$ cat src/rtl/pos_pkg.sv
package pos_pkg;
  localparam int unsigned WORD_W = 32;
  localparam logic [WORD_W-1:0] HDR_MASK     = 32'hF000_00F0;
  localparam logic [WORD_W-1:0] HDR_NATIVE   = 32'h2000_00F0;
  localparam logic [WORD_W-1:0] HDR_REVERSED = 32'hF000_0020;

  typedef enum logic [3:0] {
    TK_READ       = 4'd0,
    TK_WRITE      = 4'd1,
    TK_NI_READ    = 4'd2,
    TK_NI_WRITE   = 4'd3,
    TK_RMW_BITS   = 4'd4,
    TK_RMW_SUM    = 4'd5,
    TK_BYTE_ORDER = 4'd8
  } tx_kind_e;

  typedef enum logic [1:0] {
    FR_PKT_HDR,
    FR_TX_HDR,
    FR_BODY
  } fr_state_e;
endpackage

$ cat src/rtl/byte_swap.sv
module byte_swap #(
  parameter int unsigned W = 32
) (
  input  logic [W-1:0] in_i,
  output logic [W-1:0] out_o
);
  localparam int unsigned NB = W / 8;
  for (genvar g = 0; g < NB; g++) begin : g_byte
    assign out_o[g*8 +: 8] = in_i[(NB-1-g)*8 +: 8];
  end
endmodule

$ cat src/rtl/order_classify.sv
module order_classify
  import pos_pkg::*;
(
  input  logic [WORD_W-1:0] masked_i,
  output logic              swap_o,
  output logic              unknown_o
);
  assign swap_o    = (masked_i == HDR_REVERSED);
  assign unknown_o = !((masked_i == HDR_NATIVE) || (masked_i == HDR_REVERSED));
endmodule

$ cat src/rtl/tx_body_len.sv
module tx_body_len
  import pos_pkg::*;
#(
  parameter int unsigned CNT_W = 9,
  parameter int unsigned LEN_W = CNT_W + 1
) (
  input  logic [3:0]       kind_i,
  input  logic [CNT_W-1:0] cnt_i,
  output logic [LEN_W-1:0] len_o
);
  always_comb begin
    unique case (kind_i)
      TK_READ, TK_NI_READ:   len_o = LEN_W'(1);
      TK_WRITE, TK_NI_WRITE: len_o = LEN_W'(cnt_i) + LEN_W'(1);
      TK_RMW_BITS:           len_o = LEN_W'(3);
      TK_RMW_SUM:            len_o = LEN_W'(2);
      default:               len_o = '0; // byte-order and unknown kinds
    endcase
  end
endmodule

$ cat src/rtl/rsp_prefix.sv
module rsp_prefix
  import pos_pkg::*;
(
  input  logic              clk_i,
  input  logic              rst_ni,
  input  logic              swap_i,
  input  logic [WORD_W-1:0] rsp_data_i,
  input  logic              rsp_last_i,
  input  logic              rsp_valid_i,
  output logic              rsp_ready_o,
  output logic [WORD_W-1:0] rsp_data_o,
  output logic              rsp_last_o,
  output logic              rsp_valid_o,
  input  logic              rsp_ready_i
);
  logic              start_q, lswap_q;
  logic [WORD_W-1:0] data_sw, hdr_sw, hdr_word;

  byte_swap #(.W(WORD_W)) u_sw_data (.in_i(rsp_data_i), .out_o(data_sw));
  byte_swap #(.W(WORD_W)) u_sw_hdr  (.in_i(HDR_NATIVE), .out_o(hdr_sw));

  assign hdr_word    = swap_i ? hdr_sw : HDR_NATIVE;
  assign rsp_valid_o = rsp_valid_i;
  assign rsp_data_o  = start_q ? hdr_word : (lswap_q ? data_sw : rsp_data_i);
  assign rsp_last_o  = !start_q && rsp_last_i;
  assign rsp_ready_o = !start_q && rsp_ready_i;

  always_ff @(posedge clk_i or negedge rst_ni) begin
    if (!rst_ni) begin
      start_q <= 1'b1;
      lswap_q <= 1'b0;
    end else if (rsp_valid_i && rsp_ready_i) begin
      if (start_q) begin
        start_q <= 1'b0;
        lswap_q <= swap_i; // decision frozen for this response packet
      end else if (rsp_last_i) begin
        start_q <= 1'b1;
      end
    end
  end
endmodule

$ cat src/rtl/pkt_order_splitter.sv
module pkt_order_splitter
  import pos_pkg::*;
#(
  parameter int unsigned CNT_LSB  = 8,
  parameter int unsigned CNT_W    = 9,
  parameter int unsigned KIND_LSB = 4
) (
  input  logic              clk_i,
  input  logic              rst_ni,
  input  logic [WORD_W-1:0] in_data_i,
  input  logic              in_last_i,
  input  logic              in_valid_i,
  output logic              in_ready_o,
  output logic [WORD_W-1:0] tx_data_o,
  output logic              tx_hdr_o,
  output logic              tx_last_o,
  output logic              tx_valid_o,
  input  logic              tx_ready_i,
  output logic              warn_o,
  output logic              fmt_err_o,
  input  logic [WORD_W-1:0] rsp_data_i,
  input  logic              rsp_last_i,
  input  logic              rsp_valid_i,
  output logic              rsp_ready_o,
  output logic [WORD_W-1:0] rsp_data_o,
  output logic              rsp_last_o,
  output logic              rsp_valid_o,
  input  logic              rsp_ready_i
);
  localparam int unsigned LEN_W = CNT_W + 1;

  fr_state_e         state_q;
  logic [LEN_W-1:0]  rem_q, body_len;
  logic              swap_q, warn_q, err_q;
  logic              cls_swap, cls_unknown, acc;
  logic [WORD_W-1:0] in_sw, word_n;

  order_classify u_cls (
    .masked_i (in_data_i & HDR_MASK),
    .swap_o   (cls_swap),
    .unknown_o(cls_unknown)
  );

  byte_swap #(.W(WORD_W)) u_sw_in (.in_i(in_data_i), .out_o(in_sw));
  assign word_n = swap_q ? in_sw : in_data_i;

  tx_body_len #(.CNT_W(CNT_W), .LEN_W(LEN_W)) u_len (
    .kind_i(word_n[KIND_LSB +: 4]),
    .cnt_i (word_n[CNT_LSB +: CNT_W]),
    .len_o (body_len)
  );

  assign in_ready_o = (state_q == FR_PKT_HDR) || tx_ready_i;
  assign tx_valid_o = in_valid_i && (state_q != FR_PKT_HDR);
  assign tx_data_o  = word_n;
  assign tx_hdr_o   = (state_q == FR_TX_HDR);
  assign acc        = in_valid_i && in_ready_o;
  assign warn_o     = warn_q;
  assign fmt_err_o  = err_q;

  always_comb begin
    unique case (state_q)
      FR_TX_HDR: tx_last_o = in_last_i || (body_len == '0);
      FR_BODY:   tx_last_o = in_last_i || (rem_q == LEN_W'(1));
      default:   tx_last_o = in_last_i;
    endcase
  end

  always_ff @(posedge clk_i or negedge rst_ni) begin
    if (!rst_ni) begin
      state_q <= FR_PKT_HDR;
      rem_q   <= '0;
      swap_q  <= 1'b0;
      warn_q  <= 1'b0;
      err_q   <= 1'b0;
    end else begin
      warn_q <= 1'b0;
      err_q  <= 1'b0;
      if (acc) begin
        unique case (state_q)
          FR_PKT_HDR: begin
            swap_q  <= cls_swap;
            warn_q  <= cls_unknown;
            state_q <= in_last_i ? FR_PKT_HDR : FR_TX_HDR;
          end
          FR_TX_HDR: begin
            if (in_last_i) begin
              err_q   <= (body_len != '0);
              state_q <= FR_PKT_HDR;
            end else if (body_len != '0) begin
              rem_q   <= body_len;
              state_q <= FR_BODY;
            end
          end
          FR_BODY: begin
            rem_q <= rem_q - 1'b1;
            if (in_last_i) begin
              err_q   <= (rem_q != LEN_W'(1));
              state_q <= FR_PKT_HDR;
            end else if (rem_q == LEN_W'(1)) begin
              state_q <= FR_TX_HDR;
            end
          end
          default: state_q <= FR_PKT_HDR;
        endcase
      end
    end
  end

  rsp_prefix u_rsp (
    .clk_i      (clk_i),
    .rst_ni     (rst_ni),
    .swap_i     (swap_q),
    .rsp_data_i (rsp_data_i),
    .rsp_last_i (rsp_last_i),
    .rsp_valid_i(rsp_valid_i),
    .rsp_ready_o(rsp_ready_o),
    .rsp_data_o (rsp_data_o),
    .rsp_last_o (rsp_last_o),
    .rsp_valid_o(rsp_valid_o),
    .rsp_ready_i(rsp_ready_i)
  );
endmodule

$ cat config.mk
export PLATFORM = sky130hd
export DESIGN_NAME = pkt_order_splitter
export DESIGN_NICKNAME = d
export VERILOG_FILES = /design/src/rtl/pos_pkg.sv /design/src/rtl/byte_swap.sv /design/src/rtl/order_classify.sv /design/src/rtl/tx_body_len.sv /design/src/rtl/rsp_prefix.sv /design/src/rtl/pkt_order_splitter.sv
export SDC_FILE = /design/constraint.sdc
export NUM_CORES = 1
export LEC_CHECK = 0
export BUFFER_PORTS_ARGS = -buffer_cell sky130_fd_sc_hd__buf_2
export CAP_MARGIN = 25
export CORE_MARGIN = 2
export CORE_UTILIZATION = 40
export CTS_CLUSTER_DIAMETER = 40
export CTS_CLUSTER_SIZE = 28
export DETAILED_ROUTE_END_ITERATION = 10
export PLACE_DENSITY = 0.83
export SYNTH_ARGS = -nofsm -noshare
export SYNTH_HDL_FRONTEND = slang
export SYNTH_SLANG_ARGS = --single-unit
$ cat constraint.sdc
create_clock -name clk_i -period 6.7 [get_ports clk_i]
set_clock_uncertainty 0.2 [all_clocks]
set_input_delay 0.67 -clock clk_i [delete_from_list [all_inputs] [get_ports clk_i]]
set_output_delay 0.67 -clock clk_i [all_outputs]
set_load 0.005 [all_outputs]
# Word-level counts from Yosys, hierarchy flattened
# Cells that the tools add are included.
[totals]
register_bits = 17
latch_bits = 0
ram_bits = 0
mem_bits_ro = 0
in_bits = 72
out_inout_bits = 73
wordCells = 70
n_memories = 0
[op_classes]
n_addsub = 2
mul = 0
div_mod_pow = 0
n_lt_le_gt_ge = 0
n_eq_ne = 15
n_shift = 0
muxes = 23
bitwise_logic = 0
reduce_logical = 23
[op_table]
columns = ["operator", "count"]
rows = [
  ["32-bit 2-to-1 mux", 4],
  ["10-bit one-hot mux with 4 select lines", 1],
  ["10-bit 2-to-1 mux", 2],
  ["10-bit one-hot mux with 2 select lines", 1],
  ["9-bit by 1-bit adder with 10-bit output (second input constant)", 1],
  ["10-bit by 1-bit equality test with 1-bit output (second input constant)", 1],
  ["10-bit zero test", 1],
  ["10-bit by 1-bit != test with 1-bit output (second input constant)", 1],
  ["10-bit nonzero test", 1],
  ["10-bit by 1-bit subtractor with 10-bit output (second input constant)", 1],
  ["4-bit by 2-bit equality test with 1-bit output (second input constant)", 2],
  ["4-bit by 3-bit equality test with 1-bit output (second input constant)", 2],
  ["8-bit by 6-bit equality test with 1-bit output (second input constant)", 1],
  ["8-bit equality test (second input constant)", 1],
  ["1-bit 2-to-1 mux", 8],
  ["2-bit 2-to-1 mux", 4],
  ["2-bit one-hot mux with 3 select lines", 1],
  ["1-bit logical AND", 5],
  ["4-bit by 1-bit equality test with 1-bit output (second input constant)", 1],
  ["4-bit zero test", 1],
  ["1-bit logical OR", 4],
  ["1-bit one-hot mux with 2 select lines", 2],
  ["2-bit AND reduction", 2],
  ["4-bit AND reduction", 1],
  ["11 further kinds", 14],
]

# Logic depth before layout (Yosys ltp)
# Gate-level depths: netlist of the first run.
[depth]
ltp_word = 8
mapped_depth = 13
mapped_depth_nobuf = 9

# By module
# From an unflattened synthesis of the first run, not the netlist that was laid out.
[hier_totals]
cells_unflattened = 390
hier_area_um2 = 3349.5
[by_module_without_submodules]
columns = ["module", "n_inst", "cells_per_inst", "area_each_um2", "seq_area_each_um2"]
rows = [
  ["pkt_order_splitter", 1, 152, 1487.7, 375.4],
  ["rsp_prefix", 1, 89, 827.0, 51.3],
  ["byte_swap", 3, 32, 240.2, 0.0],
  ["tx_body_len", 1, 38, 209.0, 0.0],
  ["order_classify", 1, 15, 105.1, 0.0],
]

# Worst setup path before layout of the first run
# OpenSTA, ideal clock, no wires.
[synth_timing]
path_type = "register -> output"
start = "register swap_q"
end = "output tx_last_o"
t_arrival_ns = 3.014
required_time_ns = 5.830
setup_slack_ns = 2.816
path_stages_with_launch = 13
path_buffers = 3
path_cell_list = "dfrtp_1 buf_6 buf_2 buf_1 mux2_2 ha_1 inv_1 a211oi_1 a31o_2 a2111o_1 a21oi_4 mux2_2 a21o_1"
[synth_between]
elab_cells_between_ends = 14
[synth_rtl]
columns = ["item", "line_no", "rtl"]
rows = [
  ["start, declared", "pkt_order_splitter.sv:34", "logic swap_q, warn_q, err_q;"],
  ["start signal, assigned", "pkt_order_splitter.sv:82", "swap_q <= cls_swap;"],
  ["32-bit 2-to-1 mux", "pkt_order_splitter.sv:45", "assign word_n = swap_q ? in_sw : in_data_i;"],
  ["net tx_data_o[8]", "pkt_order_splitter.sv:14", "output logic [WORD_W-1:0] tx_data_o,"],
  ["9-bit by 1-bit adder with 10-bit output", "tx_body_len.sv:14", "TK_WRITE, TK_NI_WRITE: len_o = LEN_W'(cnt_i) + LEN_W'(1);"],
  ["10-bit one-hot mux with 4 select lines", "tx_body_len.sv:12", "unique case (kind_i)"],
  ["10-bit zero test", "pkt_order_splitter.sv:63", "FR_TX_HDR: tx_last_o = in_last_i || (body_len == '0);"],
  ["1-bit logical OR", "pkt_order_splitter.sv:63", ""],
  ["1-bit one-hot mux with 2 select lines", "pkt_order_splitter.sv:62", "unique case (state_q)"],
  ["end, declared", "pkt_order_splitter.sv:16", "output logic tx_last_o,"],
]
# The timed path passes the listed nets, and every way through them passes these cells.

# Worst setup path after layout of the first run
[layout_timing]
start = "register swap_q"
end = "output tx_last_o"
[layout_between]
elab_chain_len = 7
elab_cells_between_ends = 14
[layout_lines]
columns = ["item", "line_no"]
rows = [
  ["32-bit 2-to-1 mux *", "pkt_order_splitter.sv:45"],
  ["parallel branches: the longest is 2 deep, another holds 9-bit by 1-bit adder with 10-bit output", "n/a"],
  ["10-bit one-hot mux with 4 select lines *", "tx_body_len.sv:12"],
  ["10-bit zero test *", "pkt_order_splitter.sv:63"],
  ["1-bit logical OR *", "pkt_order_splitter.sv:63"],
  ["1-bit one-hot mux with 2 select lines *", "pkt_order_splitter.sv:62"],
]
# Every way passes the cells marked *.

==> impl_metrics.env, run 1 <==
export IMPL_drtAntennaViolNets=0
export IMPL_hpwl_um=5730
export IMPL_ctsLongestPathBuffers=2
export IMPL_route_detailed_drc=0
export IMPL_cts_max_level=1
export IMPL_setup_violations=0
export IMPL_ys_ff_latch=17
export IMPL_period_share_pct=69.4
export IMPL_grt_overflow_total=0
export IMPL_die_width_um=82.9
export IMPL_diodes=0
export IMPL_vias=2898
export IMPL_gp_congestion=0.881
export IMPL_first_pass_iters=4
export IMPL_synth_area_per_cell_um2=8.08
export IMPL_relSlewSlack_pct=37.0
export IMPL_post_drt_wl_per_cell_um=14.0
export IMPL_cp_arrival_ns=3.78
export IMPL_grt_pass1_vias=2718
export IMPL_hold_path_class="input port to async pin"
export IMPL_num_rows=28
export IMPL_p_leak_nw=1.44
export IMPL_rsz0062_at_grt="false"
export IMPL_startpoint_type="flop"
export IMPL_io_pins=145
export IMPL_cts_root_buf="clkbuf_8"
export IMPL_async_reset_ff_share_pct=100
export IMPL_fmax_ghz=0.215
export IMPL_netlist_instances=308
export IMPL_cts_tree="yes"
export IMPL_start_util_pct=41.8
export IMPL_dieArea_um2=6870
export IMPL_status="complete, no violations"
export IMPL_area_delta_synth_final_pct=31.4
export IMPL_syn_nets=387
export IMPL_synth_edf_count=0
export IMPL_instances_no_fill=514
export IMPL_slew_viol_final=0
export IMPL_path_class="flop to output port"
export IMPL_synthesis_area_um2=2490
export IMPL_synth_top_cell_area_share_pct=16.1
export IMPL_drt_iter0_markers=103
export IMPL_vias_per_cell=5.64
export IMPL_layout_common_cells="buf_2 (144), nor2_1 (37), mux2_2 (32)"
export IMPL_pwr_density_cell_nw_per_um2=203
export IMPL_hold_viol_final=0
export IMPL_crit_required_ns=5.83
export IMPL_tightest_slew_ns=0.945
export IMPL_min_period_ns=4.65
export IMPL_yosysSeqAreaShare_pct=17.1
export IMPL_dp_cells=510
export IMPL_drive_gt1_share_pct=44.4
export IMPL_track_usage_pct=19.9
export IMPL_tns_ns=0
export IMPL_numPortBuffers=144
export IMPL_grt_max_degree=52
export IMPL_yosys_warnings=0
export IMPL_coreArea_um2=5960
export IMPL_end_kind="output port"
export IMPL_synth_cell_types=61
export IMPL_path_max_fanout=51
export IMPL_post_cts_buffers=0
export IMPL_ctsHoldBuffers=0
export IMPL_clk_latency_ns=0.25
export IMPL_ys_flop_type="dfrtp_1"
export IMPL_totalWireLength_um=7210
export IMPL_clk_pin_slew_worst_paths_ns=0.07
export IMPL_synth_top_cell_by_area="dfrtp_1"
export IMPL_synthTopCellsByArea="dfrtp_1 (16%), mux2_2 (14%), mux2i_1 (10%)"
export IMPL_cap_violations=0
export IMPL_antenna_found_initial=0
export IMPL_cts_buffers=3
export IMPL_die_h_um=82.9
export IMPL_cts_repair_resized=0
export IMPL_vdd_drop_max_mv=0.217
export IMPL_clock_sinks=17
export IMPL_grt_pass1_wl_um=12000
export IMPL_nets=519
export IMPL_final_common_cell="buf_2"
synthesized netlist by cell type (all sizes together) (2+ instances only):
library cell  number
dfrtp             16
nor4               5
inv               10
nand4b             5
o311ai             3
nor2              37
and3               2
ha                 7
o21ai             10
a211oi             9
a31oi              5
xnor2              3
nand2             26
a211o              2
a2bb2oi            2
clkbuf             9
o31ai              2
a2111o             2
o22ai              3
a21o               4
a32oi              2
nand3              6
o211ai             5
or3                2
nor3               8
nand4              3
nor2b             12
a22oi              3
nand2b             2
or2                4
mux2              34
a22o               2
a21oi             12
buf                9
mux2i             27
stage by stage:
stage | hold WS (ns) | setup WS (ns) | power [W] | instance area [µm²] | util [%]
3_5_place_dp | 0.290 | 2.38 | 0.000582 | 3220 | 54.1
4_1_cts | 0.141 | 2.07 | 0.000667 | 3270 | 54.9
2_1_floorplan | 0.174 | 2.82 | 0.000441 | 2490 | -
6_report | 0.134 | 2.05 | 0.000665 | 3270 | 54.9
3_3_place_gp | 0.289 | 2.49 | 0.000575 | 3220 | 54.1
5_1_grt | 0.145 | 1.74 | 0.000735 | 3270 | 54.9
per-layer routing:
layer	track usage [%]	wire length (µm)	up-vias
met3	4.47	545	12
met4	6.26	135	0
met1	23.1	2960	1337
li1	-	-	1418
met5	0	0	-
met2	36.1	3570	131
report_power, final:
part / internal (W) / leakage, nW / switching [W]
clock: 0.0000422 / 0.0228 / 0.0000360
sequential: 0.000138 / 0.218 / 0.0000479
combinational: 0.000173 / 1.20 / 0.000228
flip-flops by register name, indices dropped and copies added (netlist names):
signal / count
u_rsp.lswap_q: 1
state_q: 2
u_rsp.start_q: 1
rem_q: 10
fmt_err_o: 1
swap_q: 1
warn_o: 1
worst max-delay path, stage by stage, from the launching register on:
cell,delay [ns]
dfrtp_2,0.99
mux2_2,0.32
ha_1,0.21
inv_1,0.07
a211oi_1,0.41
nand2_1,0.14
a2111o_1,0.49
a21oi_4,0.41
mux2_2,0.26
a21o_1,0.10
buf_2,0.10
path summary, 6_finish.rpt:
| kind | from | endpoint | slack [ns] | depth (start not counted) |
|---|---|---|---|---|
| max in group asynchronous | rst_ni | u_rsp.start_q$_DFFE_PN1P_ | 5.85 | 1 |
| min in group clk_i | rem_q[7]$_DFFE_PN0P_ | rem_q[7]$_DFFE_PN0P_ | 0.30 | 1 |
| setup reg to reg | swap_q$_DFFE_PN0P_ | rem_q[1]$_DFFE_PN0P_ | 2.79 | 9 |
| hold reg to reg | rem_q[7]$_DFFE_PN0P_ | rem_q[7]$_DFFE_PN0P_ | 0.30 | 1 |
| setup / recovery | swap_q$_DFFE_PN0P_ | tx_last_o | 2.05 | 10 |
| hold / removal | rst_ni | fmt_err_o$_DFF_PN0_ | 0.13 | 1 |
cell type report:
class | count | area, µm²
Clock buffer | 4 | 45.0
Sequential cell | 17 | 428
Timing Repair Buffer | 145 | 728
Fill cell | 566 | 2690
Tap cell | 75 | 93.8
Inverter | 11 | 41.3
Multi-Input combinational cell | 262 | 1930
logic make-up (layout without fill, tap and decap cells):
| group | count (synthesis) | after routing | synth area share, % |
|---|---|---|---|
| and+or+nand+nor | 117 | 117 | 24.1 |
| AOI/OAI and AO/OA | 74 | 74 | 22.6 |
| muxes | 61 | 61 | 26.4 |
| buffers and inverters | 29 | 160 | 5.18 |
| DFF | 17 | 17 | 17.1 |
| adders and majority gates | 7 | 7 | 3.52 |
| xor gates and xnor gates | 3 | 3 | 1.06 |
(Power assumes the default switching activity.)
==> run 2: changes to the inputs <==
- clock period: 6.7 -> 4.6 ns (I/O delays scaled with it)
==> run 2 against run 1 <==
Against the previous run: register-to-register slack lost 1.7 ns; clock power grew 53%; wire length grew 2.6%; sequential power grew 45%; first-iteration DRC count grew 31%; flip-flop and latch count is the same; cell count grew 0.39%; critical path type unchanged; largest power group unchanged.
==> impl_metrics.env, run 2 (synthesized netlist as in run 1, its figures left out) <==
export IMPL_totalWireLength_um=7390
export IMPL_internal_power_w=0.000516
export IMPL_cap_violations=0
export IMPL_min_period_ns=4.07
export IMPL_grt_pass1_wl_um=12200
export IMPL_crit_chain="mux2_2, ha_1, inv_1, a211oi_1, nand2_1, a2111o_1, a21oi_4, mux2_2, a21o_1, buf_2"
export IMPL_end_kind="output port"
export IMPL_area_delta_synth_final_pct=32.1
export IMPL_vias=2908
export IMPL_ctsHoldBuffers=1
export IMPL_placed_cell_area_um2=3230
export IMPL_cts_repair_resized=0
export IMPL_clk_pin_slew_worst_paths_ns=0.07
export IMPL_hold_path_class="input port to flop"
export IMPL_cp_num_cells=10
export IMPL_cp_top_family="compound AO/OA/AOI/OAI gates"
export IMPL_relSlewSlack_pct=48.6
export IMPL_tns_ns=0
export IMPL_cp_slowest_stage_delay_ns=0.66
export IMPL_fin_ws_ns=0.532
export IMPL_cts_buffers=3
export IMPL_fillers=557
export IMPL_vdd_drop_max_mv=0.297
export IMPL_drt_iter0_markers=135
export IMPL_sequentialPowerShare_pct=27.6
export IMPL_period_share_pct=88.4
export IMPL_reg_largest_list="rem_q x10, state_q x2"
export IMPL_crit_start="swap_q$_DFFE_PN0P_"
export IMPL_path_max_fanout=23
export IMPL_p_leak_nw=1.45
export IMPL_track_usage_pct=20.7
export IMPL_post_cts_buffers=0
export IMPL_numPortBuffers=144
export IMPL_vias_per_cell=5.64
export IMPL_largest_reg_flops=10
export IMPL_layout_common_cells="buf_2 (144), nor2_1 (37), mux2_2 (32)"
export IMPL_power_frac_clock_pct=12.3
export IMPL_crit_path_frequent_cell="mux2_2"
export IMPL_ctsLongestPathBuffers=2
export IMPL_num_rows=28
export IMPL_die_width_um=82.9
export IMPL_path_class="flop to output port"
export IMPL_status="complete, no violations"
export IMPL_die_h_um=82.9
export IMPL_cts_root_buf="clkbuf_8"
export IMPL_setup_violations=0
export IMPL_drtAntennaViolNets=0
export IMPL_hpwl_um=5900
export IMPL_utilization_pct=55.2
export IMPL_final_common_cell="buf_2"
export IMPL_r2r_setup_slack_ns=1.08
export IMPL_crit_required_ns=3.94
export IMPL_cp_endpoint="tx_last_o"
export IMPL_switching_share_pct=47.1
export IMPL_slew_viol_final=0
export IMPL_diodes=0
export IMPL_pwr_share_comb_pct=60.1
export IMPL_pwr_density_cell_nw_per_um2=297
export IMPL_route_detailed_drc=0
export IMPL_clock_sinks=17
export IMPL_io_pins=145
export IMPL_cp_slowest_cell="dfrtp_2"
export IMPL_antenna_found_initial=0
export IMPL_cts_max_level=1
export IMPL_reg2regPathDepth=9
export IMPL_drive_gt1_share_pct=44.4
export IMPL_power_switching_w=0.000459
export IMPL_final_cell_area_um2=3290
export IMPL_top_register="rem_q"
export IMPL_dp_slack_ns=0.872
export IMPL_nets=521
export IMPL_startpoint_type="flop"
export IMPL_post_drt_wl_per_cell_um=14.3
export IMPL_cts_tree="yes"
export IMPL_fmax_ghz=0.246
export IMPL_gp_congestion=0.906
export IMPL_start_util_pct=41.8
export IMPL_dieArea_um2=6870
export IMPL_hold_viol_final=0
export IMPL_clk_latency_ns=0.27
export IMPL_coreArea_um2=5960
export IMPL_cp_arrival_ns=3.41
export IMPL_rsz0062_at_grt="false"
export IMPL_grt_pass1_vias=2694
export IMPL_grt_max_degree=42
export IMPL_first_pass_iters=4
export IMPL_path_buf_inv=2
export IMPL_r2r_start="swap_q$_DFFE_PN0P_"
export IMPL_grt_overflow_total=0
export IMPL_tightest_slew_ns=0.770
export IMPL_r2r_end="rem_q[1]$_DFFE_PN0P_"
export IMPL_power_w=0.000975
## run 2: power groups by stage
| stage | Clock (W) | Sequential (W) | Combinational, W |
|---|---|---|---|
| floorplan | 0 | 0.000241 | 0.000401 |
| global placement | 0 | 0.000269 | 0.000569 |
| detailed placement | 0 | 0.000270 | 0.000580 |
| CTS | 0.000122 | 0.000268 | 0.000584 |
| global route | 0.000128 | 0.000280 | 0.000655 |
| finish | 0.000120 | 0.000269 | 0.000586 |
## run 2: final cells by class
class / instances / area, µm² / area share (%)
well taps: 75 / 93.8 / 2.85
flip-flops and latches: 17 / 428 / 13.0
clock buffers: 4 / 45.0 / 1.37
multi-input cells: 262 / 1930 / 58.8
inverters: 11 / 41.3 / 1.26
repair buffers: 147 / 746 / 22.7
## run 2: worst min-delay path by stage
| stage | startpoint | endpoint | slack (ns) | cells past startpoint |
|---|---|---|---|---|
| after detailed placement | rst_ni | rem_q[9]$_DFFE_PN0P_ | 0.22 | 1 |
| final | in_last_i | fmt_err_o$_DFF_PN0_ | 0.28 | 3 |
| after global routing | in_last_i | fmt_err_o$_DFF_PN0_ | 0.29 | 3 |
| after global placement | rst_ni | state_q[1]$_DFFE_PN0P_ | 0.21 | 1 |
| after CTS | in_last_i | fmt_err_o$_DFF_PN0_ | 0.27 | 3 |
| after floorplan | rst_ni | fmt_err_o$_DFF_PN0_ | -0.04 | 0 |
## run 2: per-layer routing
layer	vias up	wire length, µm	track usage (%)
li1	1423	-	-
met1	1349	2980	24.0
met2	122	3810	37.8
met3	14	467	3.58
met4	0	138	7.75
met5	-	0	0
## run 2: through the flow
| stage | cells | hold slack [ns] |
|---|---|---|
| 6_report | 516 | 0.278 |
| 5_1_grt | 516 | 0.289 |
| 4_1_cts | 516 | 0.267 |
| 3_5_place_dp | 511 | 0.215 |
| 3_3_place_gp | 511 | 0.212 |
| 2_1_floorplan | 308 | -0.0356 |
## run 2: tightest hold or removal path, cell delays in order
cell and delay, ns:
buf_2 0.14, nand2_1 0.06, nor3_1 0.04
==> run 3: changes to the inputs <==
- CORE_UTILIZATION: 40 -> 48
- PLACE_DENSITY: 0.83 -> 0.9
- SYNTH_HIERARCHICAL: not set -> 1
==> run 3 against run 2 <==
Against the previous run: combinational power fell by 8.9%; wire length increased by 1.8%; cell area up 9.4%; first-iteration DRC count decreased by 46%; core utilization decreased by 2.0 points; global-route usage down 1.9 points; hold slack better by 0.017 ns; flip-flop and latch count is the same; power is 1.9% lower; critical path type unchanged; critical endpoint unchanged; largest cell class unchanged; largest power group unchanged.
==> impl_metrics.env, run 3 <==
export IMPL_synthesis_area_um2=3350
export IMPL_area_delta_synth_final_pct=7.32
export IMPL_dp_slack_ns=0.924
export IMPL_fmax_ghz=0.253
export IMPL_power_frac_clock_pct=11.8
export IMPL_path_max_fanout=21
export IMPL_power_w=0.000957
export IMPL_crit_required_ns=3.94
export IMPL_hold_viol_final=0
export IMPL_p_leak_nw=1.61
export IMPL_hold_path_class="input port to flop"
export IMPL_drive_gt1_share_pct=42.6
export IMPL_hpwl_um=6160
export IMPL_regArea_um2=427
export IMPL_die_h_um=87.5
export IMPL_period_share_pct=86.0
export IMPL_min_period_ns=3.96
export IMPL_end_kind="output port"
export IMPL_pwr_share_comb_pct=55.8
export IMPL_async_reset_ff_share_pct=100
export IMPL_tns_ns=0
export IMPL_nets=561
export IMPL_clock_sinks=17
export IMPL_netlist_top_cells_count="buf_4 (100), mux2_2 (40), mux2i_1 (31), o2bb2ai_1 (28), dfrtp_1 (16)"
export IMPL_synth_area_per_cell_um2=8.59
export IMPL_largest_reg_flops=10
export IMPL_internal_power_w=0.000524
export IMPL_totalWireLength_um=7530
export IMPL_tightest_slew_ns=0.824
export IMPL_slew_viol_final=0
export IMPL_cts_tree="yes"
export IMPL_grt_pass1_vias=2810
export IMPL_cts_root_buf="clkbuf_8"
export IMPL_ctsLongestPathBuffers=2
export IMPL_grt_pass1_wl_um=11900
export IMPL_cts_max_level=1
export IMPL_gp_congestion=0.891
export IMPL_cts_repair_resized=0
export IMPL_pwr_density_cell_nw_per_um2=266
export IMPL_top_register="rem_q"
export IMPL_startpoint_type="flop"
export IMPL_ys_ff_latch=17
export IMPL_vdd_drop_max_mv=0.210
export IMPL_netlist_instances=390
export IMPL_diodes=0
export IMPL_path_class="flop to output port"
export IMPL_numPortBuffers=144
export IMPL_cap_violations=0
export IMPL_vias_per_cell=5.31
export IMPL_grt_overflow_total=0
export IMPL_synth_top_cell_by_area="buf_4"
export IMPL_layout_common_cells="buf_2 (144), conb_1 (56), mux2_2 (40)"
export IMPL_relSlewSlack_pct=45.1
export IMPL_switching_share_pct=45.2
export IMPL_power_switching_w=0.000433
export IMPL_vias=2977
export IMPL_reg_largest_list="rem_q x10, state_q x2"
export IMPL_grt_max_degree=39
export IMPL_drtAntennaViolNets=0
export IMPL_sequentialPowerShare_pct=32.4
export IMPL_final_common_cell="buf_2"
export IMPL_placed_cell_area_um2=3540
export IMPL_synthTopCellsByArea="buf_4 (22%), mux2_2 (13%), dfrtp_1 (12%)"
export IMPL_cp_arrival_ns=3.30
export IMPL_track_usage_pct=18.9
export IMPL_yosys_warnings=6
export IMPL_io_pins=145
export IMPL_final_cell_area_um2=3590
export IMPL_setup_violations=0
export IMPL_synth_top_cell_area_share_pct=22.4
export IMPL_post_synth_top_count_cell="buf_4"
export IMPL_clk_latency_ns=0.25
export IMPL_antenna_found_initial=0
export IMPL_start_util_pct=49.6
export IMPL_multi_input_area_um2=2220
export IMPL_yosysSeqAreaShare_pct=12.7
export IMPL_post_drt_wl_per_cell_um=13.4
export IMPL_dieArea_um2=7660
export IMPL_die_width_um=87.5
export IMPL_fillers=615
export IMPL_synth_edf_count=0
export IMPL_drt_iter0_markers=73
export IMPL_ys_flop_type="dfrtp_1"
export IMPL_coreArea_um2=6760
export IMPL_num_rows=30
export IMPL_first_pass_iters=4
export IMPL_status="complete, no violations"
export IMPL_synth_cell_types=56
export IMPL_fin_ws_ns=0.644
export IMPL_cts_buffers=3
export IMPL_route_detailed_drc=0
export IMPL_clk_pin_slew_worst_paths_ns=0.07
export IMPL_rsz0062_at_grt="false"
run 3: changes by cell type in the layout (fill, tap and decap cells not counted), sizes merged, moves of 5 or more:
cell,previous run,this run
conb,0,56
o21ai,10,5
mux2,34,40
nand2,26,11
nor2b,12,5
a311oi,0,5
a211oi,9,1
o2bb2ai,0,28
nor2,37,14
nand4b,5,0
run 3: worst max-delay path, stage by stage (launching register included):
cell	delay, ns
dfrtp_1	0.86
buf_4	0.36
mux2_2	0.41
nand3_1	0.17
or3_1	0.14
a21oi_1	0.09
nor4_2	0.40
nand3_1	0.13
mux2i_1	0.24
a21o_1	0.15
buf_2	0.10
run 3: logic make-up (layout without fill, tap and decap cells):
family          after synthesis  count (layout)  share of synthesized area, %
simple gates                 87              87                          15.1
mux                          71              71                          22.7
flops                        17              17                          12.7
other cells                   3              56                         0.336
fa+ha+maj                     7               7                          2.61
xor+xnor                      3               3                         0.785
buf+inv                     125             163                          26.8
compound gates               77              77                          18.9
run 3: per-stage QoR:
stage	cells	hold WS (ns)	util [%]
2_1_floorplan	443	-0.0356	-
3_3_place_gp	556	0.207	52.4
3_5_place_dp	556	0.213	52.4
4_1_cts	561	0.288	53.2
5_1_grt	561	0.294	53.2
6_report	561	0.295	53.2
run 3: final timing paths:
check / start / end / cells after the start / slack, ns
hold reg to reg: rem_q[7]$_DFFE_PN0P_ / rem_q[7]$_DFFE_PN0P_ / 1 / 0.33
setup reg to reg: swap_q$_DFFE_PN0P_ / rem_q[3]$_DFFE_PN0P_ / 9 / 0.88
setup / recovery: swap_q$_DFFE_PN0P_ / tx_last_o / 10 / 0.64
hold / removal: in_last_i / fmt_err_o$_DFF_PN0_ / 3 / 0.30
max in group asynchronous: rst_ni / u_rsp/start_q$_DFFE_PN1P_ / 2 / 3.42
min in group asynchronous: rst_ni / fmt_err_o$_DFF_PN0_ / 2 / 0.46
run 3: repair_timing:
action | CTS | global route
hold buffers | 1 | 0
hold endpoints to repair | 16 | 0
endpoints found under the setup margin | 0 | 0
setup buffers | 0 | 0
run 3: power by group through the flow:
stage / Combinational, W / Clock [W] / Sequential, W
after global placement: 0.000511 / 0 / 0.000303
after floorplan: 0.000448 / 0 / 0.000263
final: 0.000534 / 0.000113 / 0.000310
after global routing: 0.000598 / 0.000121 / 0.000322
after detailed placement: 0.000533 / 0 / 0.000309
after CTS: 0.000536 / 0.000116 / 0.000307
run 3: metal layers:
metal / GRT usage [%] / vias up / routed length [µm]
met3: 4.24 / 10 / 588
li1: - / 1473 / -
met1: 19.9 / 1367 / 2940
met5: 0 / - / 0
met2: 37.1 / 127 / 3900
met4: 5.03 / 0 / 98
run 3: final cells by class:
| cell class | instances | area share [%] |
|---|---|---|
| tap | 80 | 2.78 |
| multi-input combinational | 301 | 61.9 |
| inverter | 10 | 1.04 |
| clock buffer | 4 | 1.25 |
| sequential | 17 | 11.9 |
| timing repair buffer | 149 | 21.2 |
